`src/rtl/wsg_pkg.sv`:
```
package wsg_pkg;
  // Bus control inputs sampled in one clock period
  typedef struct packed {
    logic start;   // address period of a new cycle
    logic mem;     // 1 = memory, 0 = I/O
    logic rd_n;
    logic wr_n;
  } wsg_bus_t;
endpackage

```
`src/rtl/wsg_reset_sync.sv`:
```
module wsg_reset_sync (
  input  logic clk,
  input  logic rst_n,
  output logic rst_sync_n
);
  logic [1:0] sync_q;

  always_ff @(posedge clk or negedge rst_n) begin
    if (!rst_n) sync_q <= 2'b00;
    else        sync_q <= {sync_q[0], 1'b1};
  end

  assign rst_sync_n = sync_q[1];
endmodule

```
`src/rtl/wsg_strobe_decode.sv`:
```
module wsg_strobe_decode
  import wsg_pkg::*;
(
  input  wsg_bus_t bus,
  output logic     mem_strb,
  output logic     chain_clr
);
  always_comb begin
    mem_strb  = bus.mem & (~bus.rd_n | ~bus.wr_n);
    chain_clr = bus.start;
  end
endmodule

```
`src/rtl/wsg_shift_chain.sv`:
```
module wsg_shift_chain #(
  parameter int DEPTH = 7
) (
  input  logic             clk,
  input  logic             rst_n,
  input  logic             clr,
  input  logic             adv,
  output logic [DEPTH-1:0] chain_q
);
  logic [DEPTH-1:0] chain_d;
  logic             chain_en;

  // next state
  always_comb begin
    chain_en = clr | adv;
    chain_d  = '0;
    if (!clr) begin
      chain_d[0] = 1'b1;
      for (int i = 1; i < DEPTH; i++) chain_d[i] = chain_q[i-1];
    end
  end

  // register
  always_ff @(posedge clk or negedge rst_n) begin
    if (!rst_n)        chain_q <= '0;
    else if (chain_en) chain_q <= chain_d;
  end
endmodule

```
`src/rtl/wsg_tap_mux.sv`:
```
module wsg_tap_mux #(
  parameter int DEPTH = 7,
  parameter int SEL_W = 3
) (
  input  logic [DEPTH-1:0] chain_q,
  input  logic [SEL_W-1:0] sel,
  output logic             tap_done
);
  localparam int NTAPS = DEPTH + 1;
  logic [NTAPS-1:0] taps;

  // tap 0 means no waiting; tap i reads stage i-1
  assign taps[0] = 1'b1;
  for (genvar g = 1; g < NTAPS; g++) begin : g_tap
    assign taps[g] = chain_q[g-1];
  end

  if ((2 ** SEL_W) > NTAPS) begin : g_guard
    always_comb tap_done = (int'(sel) >= NTAPS) ? 1'b1 : taps[sel];
  end else begin : g_full
    always_comb tap_done = taps[sel];
  end
endmodule

```
`src/rtl/wait_state_gen.sv`:
```
module wait_state_gen
  import wsg_pkg::*;
#(
  parameter int MAX_WAIT = 7,
  localparam int SEL_W   = $clog2(MAX_WAIT + 1)
) (
  input  logic             clk,
  input  logic             rst_n,
  input  logic             addr_strobe,
  input  logic             mem_access,
  input  logic             rd_strobe_n,
  input  logic             wr_strobe_n,
  input  logic [SEL_W-1:0] wait_count,
  output logic             bus_ready
);
  logic              rst_sync_n;
  logic              mem_strb;
  logic              chain_clr;
  logic              tap_done;
  logic [MAX_WAIT-1:0] chain_q;
  wsg_bus_t          bus;

  assign bus = '{start: addr_strobe, mem: mem_access,
                 rd_n: rd_strobe_n, wr_n: wr_strobe_n};

  wsg_reset_sync u_rst (
    .clk        (clk),
    .rst_n      (rst_n),
    .rst_sync_n (rst_sync_n)
  );

  wsg_strobe_decode u_dec (
    .bus       (bus),
    .mem_strb  (mem_strb),
    .chain_clr (chain_clr)
  );

  wsg_shift_chain #(.DEPTH(MAX_WAIT)) u_chain (
    .clk     (clk),
    .rst_n   (rst_sync_n),
    .clr     (chain_clr),
    .adv     (mem_strb),
    .chain_q (chain_q)
  );

  wsg_tap_mux #(.DEPTH(MAX_WAIT), .SEL_W(SEL_W)) u_tap (
    .chain_q  (chain_q),
    .sel      (wait_count),
    .tap_done (tap_done)
  );

  // hold the bus only while a memory strobe waits on its tap
  assign bus_ready = ~(mem_strb & ~tap_done);
endmodule

```
`config.mk`:
```
export PLATFORM = sky130hd
export DESIGN_NAME = wait_state_gen
export DESIGN_NICKNAME = d
export VERILOG_FILES = /design/src/rtl/wsg_pkg.sv /design/src/rtl/wsg_reset_sync.sv /design/src/rtl/wsg_strobe_decode.sv /design/src/rtl/wsg_shift_chain.sv /design/src/rtl/wsg_tap_mux.sv /design/src/rtl/wait_state_gen.sv
export SDC_FILE = /design/constraint.sdc
export NUM_CORES = 1
export LEC_CHECK = 0
export BUFFER_PORTS_ARGS = -buffer_cell sky130_fd_sc_hd__buf_2
export CORE_AREA = 2 2 39 41
export DETAILED_ROUTE_END_ITERATION = 8
export DIE_AREA = 0 0 41 43
export PLACE_DENSITY_LB_ADDON = 0.1
export SYNTH_ARGS = -nofsm -noshare
export SYNTH_HDL_FRONTEND = slang
export SYNTH_SLANG_ARGS = --single-unit
```
`constraint.sdc`:
```
create_clock -name clk -period 2.1 [get_ports clk]
set_input_delay 0.42 -clock clk [delete_from_list [all_inputs] [get_ports clk]]
set_output_delay 0.42 -clock clk [all_outputs]
set_load 0.02 [all_outputs]
```
# Yosys cells after proc, flatten, opt, wreduce, memory -nomap -nowiden

Index checks and enable logic that the tools add are counted.

Register bits: 9
Output and inout bits: 1
Word-level logic and storage cells: 14

Order comparisons: 1
Mux-type cells: 3
Bitwise gates (word level): 8

Operators with widths:

| cell               | number |
|---|---|
| $mux 7             | 1 |
| $lt 3x4->1 const B | 1 |
| $not 1->1          | 4 |
| $bmux 1 s3         | 1 |
| $and 1x1->1        | 2 |
| $or 1x1->1         | 2 |
| $mux 1             | 1 |

# Depth between registers and ports, before layout

Depth after elaboration: 5
Gate-level depth with buffers: 4
Mapped depth without buffers: 3

# Hierarchy

A second synthesis with hierarchy kept.

Cells, all modules: 33
Area, all modules: 419.2 um2

By module, submodules not included:

| module            | times used | cells each | area each (um2) |
|---|---|---|---|
| wsg_shift_chain   | 1          | 22         | 276.5 |
| wsg_tap_mux       | 1          | 5          | 63.8 |
| wsg_reset_sync    | 1          | 3          | 53.8 |
| wsg_strobe_decode | 1          | 2          | 18.8 |
| wait_state_gen    | 1          | 1          | 6.3 |

# Worst setup path before layout

No wires, ideal clock.

Kind: input port to output port
From: in wait_count[0]
To: out bus_ready
Arrival time: 1.086 ns
Data required time: 1.680 ns
Slack: 0.594 ns
Stages on the path: 3
Cells stage by stage: mux4_2 nand2_1 nand3_2

Word-level cells in the longest chain between the ends: 5

RTL lines:

| item                         | line                 | text |
|---|---|---|
| start: declaration           | wait_state_gen.sv:13 | `input logic [SEL_W-1:0] wait_count,` |
| $bmux 1 s3                   | wsg_tap_mux.sv:21    | `always_comb tap_done = taps[sel];` |
| $mux 1 (implied by the code) | wsg_tap_mux.sv:21    |  |
| $not 1->1                    | wait_state_gen.sv:53 | `assign bus_ready = ~(mem_strb & ~tap_done);` |
| $and 1x1->1                  | wait_state_gen.sv:53 |  |
| $not 1->1                    | wait_state_gen.sv:53 |  |
| end: declaration             | wait_state_gen.sv:14 | `output logic bus_ready` |

Every way passes these cells. The select of a mux whose other input is x is not followed.

# Final worst setup path

From: reg u_chain.chain_q[5]
To: out bus_ready

Word-level cells in the longest chain between the ends: 5

RTL lines:

| item                         | line                  | text |
|---|---|---|
| start: declaration           | wsg_shift_chain.sv:8  | `output logic [DEPTH-1:0] chain_q` |
| start signal: assignment     | wsg_shift_chain.sv:26 | `else if (chain_en) chain_q <= chain_d;` |
| $bmux 1 s3                   | wsg_tap_mux.sv:21     |  |
| $mux 1 (implied by the code) | wsg_tap_mux.sv:21     |  |
| $not 1->1                    | wait_state_gen.sv:53  |  |
| $and 1x1->1                  | wait_state_gen.sv:53  |  |
| $not 1->1                    | wait_state_gen.sv:53  |  |

Every way passes these cells. The select of a mux whose other input is x is not followed.

==> metrics.yaml <==
critPathRequiredTime_ps: 1680
setup_ws_ps: 270.6
diodes: 0
die_x_um: 41
clock_path_buffers: 2
gp_congestion: 0.6718
totalWireLength_um: 683
fillers: 148
row_count: 14
combPwrFrac_pct: 9.9
grt_max_degree: 8
antenna_found_initial: 0
cts_sinks: 9
ff_latch_area_sq_um: 225.2
crit_slowest_cell: "mux4_2"
multiInputGateArea_sq_um: 161.4
port-buffer-count: 9
post-route-min-period_ps: 1829
hp-class: "reg -> async"
switchingPower_mw: 0.07776
p_seq_share_pct: 52.8
layout-drive-gt1-share_pct: 32.61
fin_area_sq_um: 495.5
grtUsageTotal_pct: 10.39
first_pass_iters: 4
power.density_mw_per_mm2: 700.1
numCtsBuffers: 3
die_h_um: 43
synth_ff_type: "dfrtp_1"
grt_pass1_vias: 290
antenna_left: 0
setup-tns-final_ps: 0
yosys.area.top_type: "dfrtp_1"
gr-total-overflow: 0
synth_edf_count: 0
rsz0062_at_grt: "no"
wl_per_cell_um: 11.02
cap_violations: 0
final_net_count: 56
vias: 284
critPathTopFamily: "multiplexers"
p_int_mw: 0.2691
slew_violations: 0
critPathMaxFanout: 3
synth_top_area_share_pct: 57.14
synthesis.nets: 41
grt_pass1_wl_mm: 1.166
swShare_pct: 22.42
worst-path-buf-inv: 1
cts_root_buffer: "clkbuf_4"
placed_area_sq_um: 459.2
cpPeakStageDelay_ps: 450
seq_area_frac_synth_pct: 57.14
finalHoldViolations: 0
r2r_slack_ps: 1380
fin_skew_ps: 3.228
synth_area_per_cell_sq_um: 12.32
cts_setup_buffers: 0
clkTransAtPathRegs_ps: 60
boundaryPins: 10
syn_area_sq_um: 394.1
ys_seq_elements: 9
p_leak_nw: 0.2455
coreArea_sq_mm: 0.001384
max_freq_mhz: 546.6
setup_viol: 0
areaGrowthSynthToFinish_pct: 25.71
status: "completed"
cp.arrival_ps: 1410
postSynthCellCount: 32
end_kind: "output port"
path_class: "reg -> out"
hold_ws_ps: 110.6
ys_async_sr_fraction_pct: 100.0
drc: 0
path_cells: "mux4_2, nand2_1, nand3_2, buf_2"
htree_levels: 1
finalCritPeriodShare_pct: 87.11
synth.distinct_cells: 10
start_kind: "flip-flop"
cts_tree: "built"
initial_core_util_pct: 28.48
synth_common_cells: "dfrtp_1 (9), nor2_1 (9), mux2i_1 (7)"
die_area_sq_mm: 0.001763
place_ws_ps: 347.0
clkPwrFrac_pct: 37.3
yosys_warnings: 0
drt_iter0_markers: 5
clkLatencyLatePin_ps: 260
ir_worst_vdd_v: 0.0002202
viasPerCell: 4.581
synthTopCellsByArea: "dfrtp_1 (57%), mux2i_1 (18%), nor2_1 (8.6%), mux4_2 (5.7%), a221o_1 (2.5%)"
## power by group through the flow
stage          Clock (mW)  Combinational [mW]  Sequential [mW]
2_1_floorplan           0              0.0192            0.185
3_3_place_gp            0              0.0321            0.187
3_5_place_dp            0              0.0332            0.187
4_1_cts             0.137              0.0348            0.183
5_1_grt             0.150              0.0381            0.184
6_report            0.129              0.0344            0.183
## path summary, 6_finish.rpt
| path | to | cells past startpoint | startpoint |
|---|---|---|---|
| setup reg to reg | u_chain.chain_q[3] | 2 | u_chain.chain_q[2] |
| hold / removal | u_chain.chain_q[2] | 0 | u_rst.sync_q[1] |
| setup / recovery | bus_ready | 4 | u_chain.chain_q[5] |
| hold reg to reg | u_chain.chain_q[2] | 0 | u_rst.sync_q[1] |
| min in group clk | u_rst.sync_q[1] | 0 | u_rst.sync_q[0] |
| max in group asynchronous | u_rst.sync_q[1] | 2 | rst_n |
## cells in the final DEF, fill, tap and decap left out
master	netlist	final
buf_4	1	1
a21boi_0	1	1
buf_2	0	9
a221o_1	1	1
mux4_2	1	1
dfrtp_1	9	9
nor2_1	9	9
mux2i_1	7	7
clkbuf_4	0	3
dlygate4sd3_1	0	1
nand2_1	1	1
clkbuf_1	0	1
nand3_2	1	1
conb_1	1	1
## repair_timing
item,4_1_cts,5_1_grt
resized for setup,0,0
endpoints found under the hold margin,2,0
hold buffers,1,0
## per-layer routing
| layer | track usage, % | part of all wire [%] |
|---|---|---|
| met5 | 0 | 0 |
| met1 | 11.11 | 40 |
| met4 | 10.00 | 1.0 |
| met3 | 3.141 | 8.2 |
| met2 | 15.00 | 51 |
## area by class of cell
cell class              instances  share of cell area (%)
flip-flops and latches          9                   45.45
multi-input cells              22                   32.58
repair buffers                 11                   12.63
clock buffers                   4                   5.303
well taps                      16                   4.040
## registers in the layout, summed over array words and instances (netlist names)
signal           flops
u_rst.sync_q         2
u_chain.chain_q      7
## cells by family after synthesis
group	count (synthesis)	share of synthesized area, %
and+or+nand+nor	11	12.06
DFF	9	57.14
muxes	8	23.49
AOI/OAI and AO/OA	2	4.445
buffers and inverters	1	1.905
other	1	0.9515
## through the flow
| stage | instances | power (mW) | utilization (%) |
|---|---|---|---|
| 2_1_floorplan | 32 | 0.2043 | - |
| 3_3_place_gp | 57 | 0.2187 | 33.18 |
| 3_5_place_dp | 57 | 0.2199 | 33.18 |
| 4_1_cts | 62 | 0.3549 | 35.80 |
| 5_1_grt | 62 | 0.3723 | 35.80 |
| 6_report | 62 | 0.3469 | 35.80 |
No activity file was read; power rests on OpenSTA's default activity.
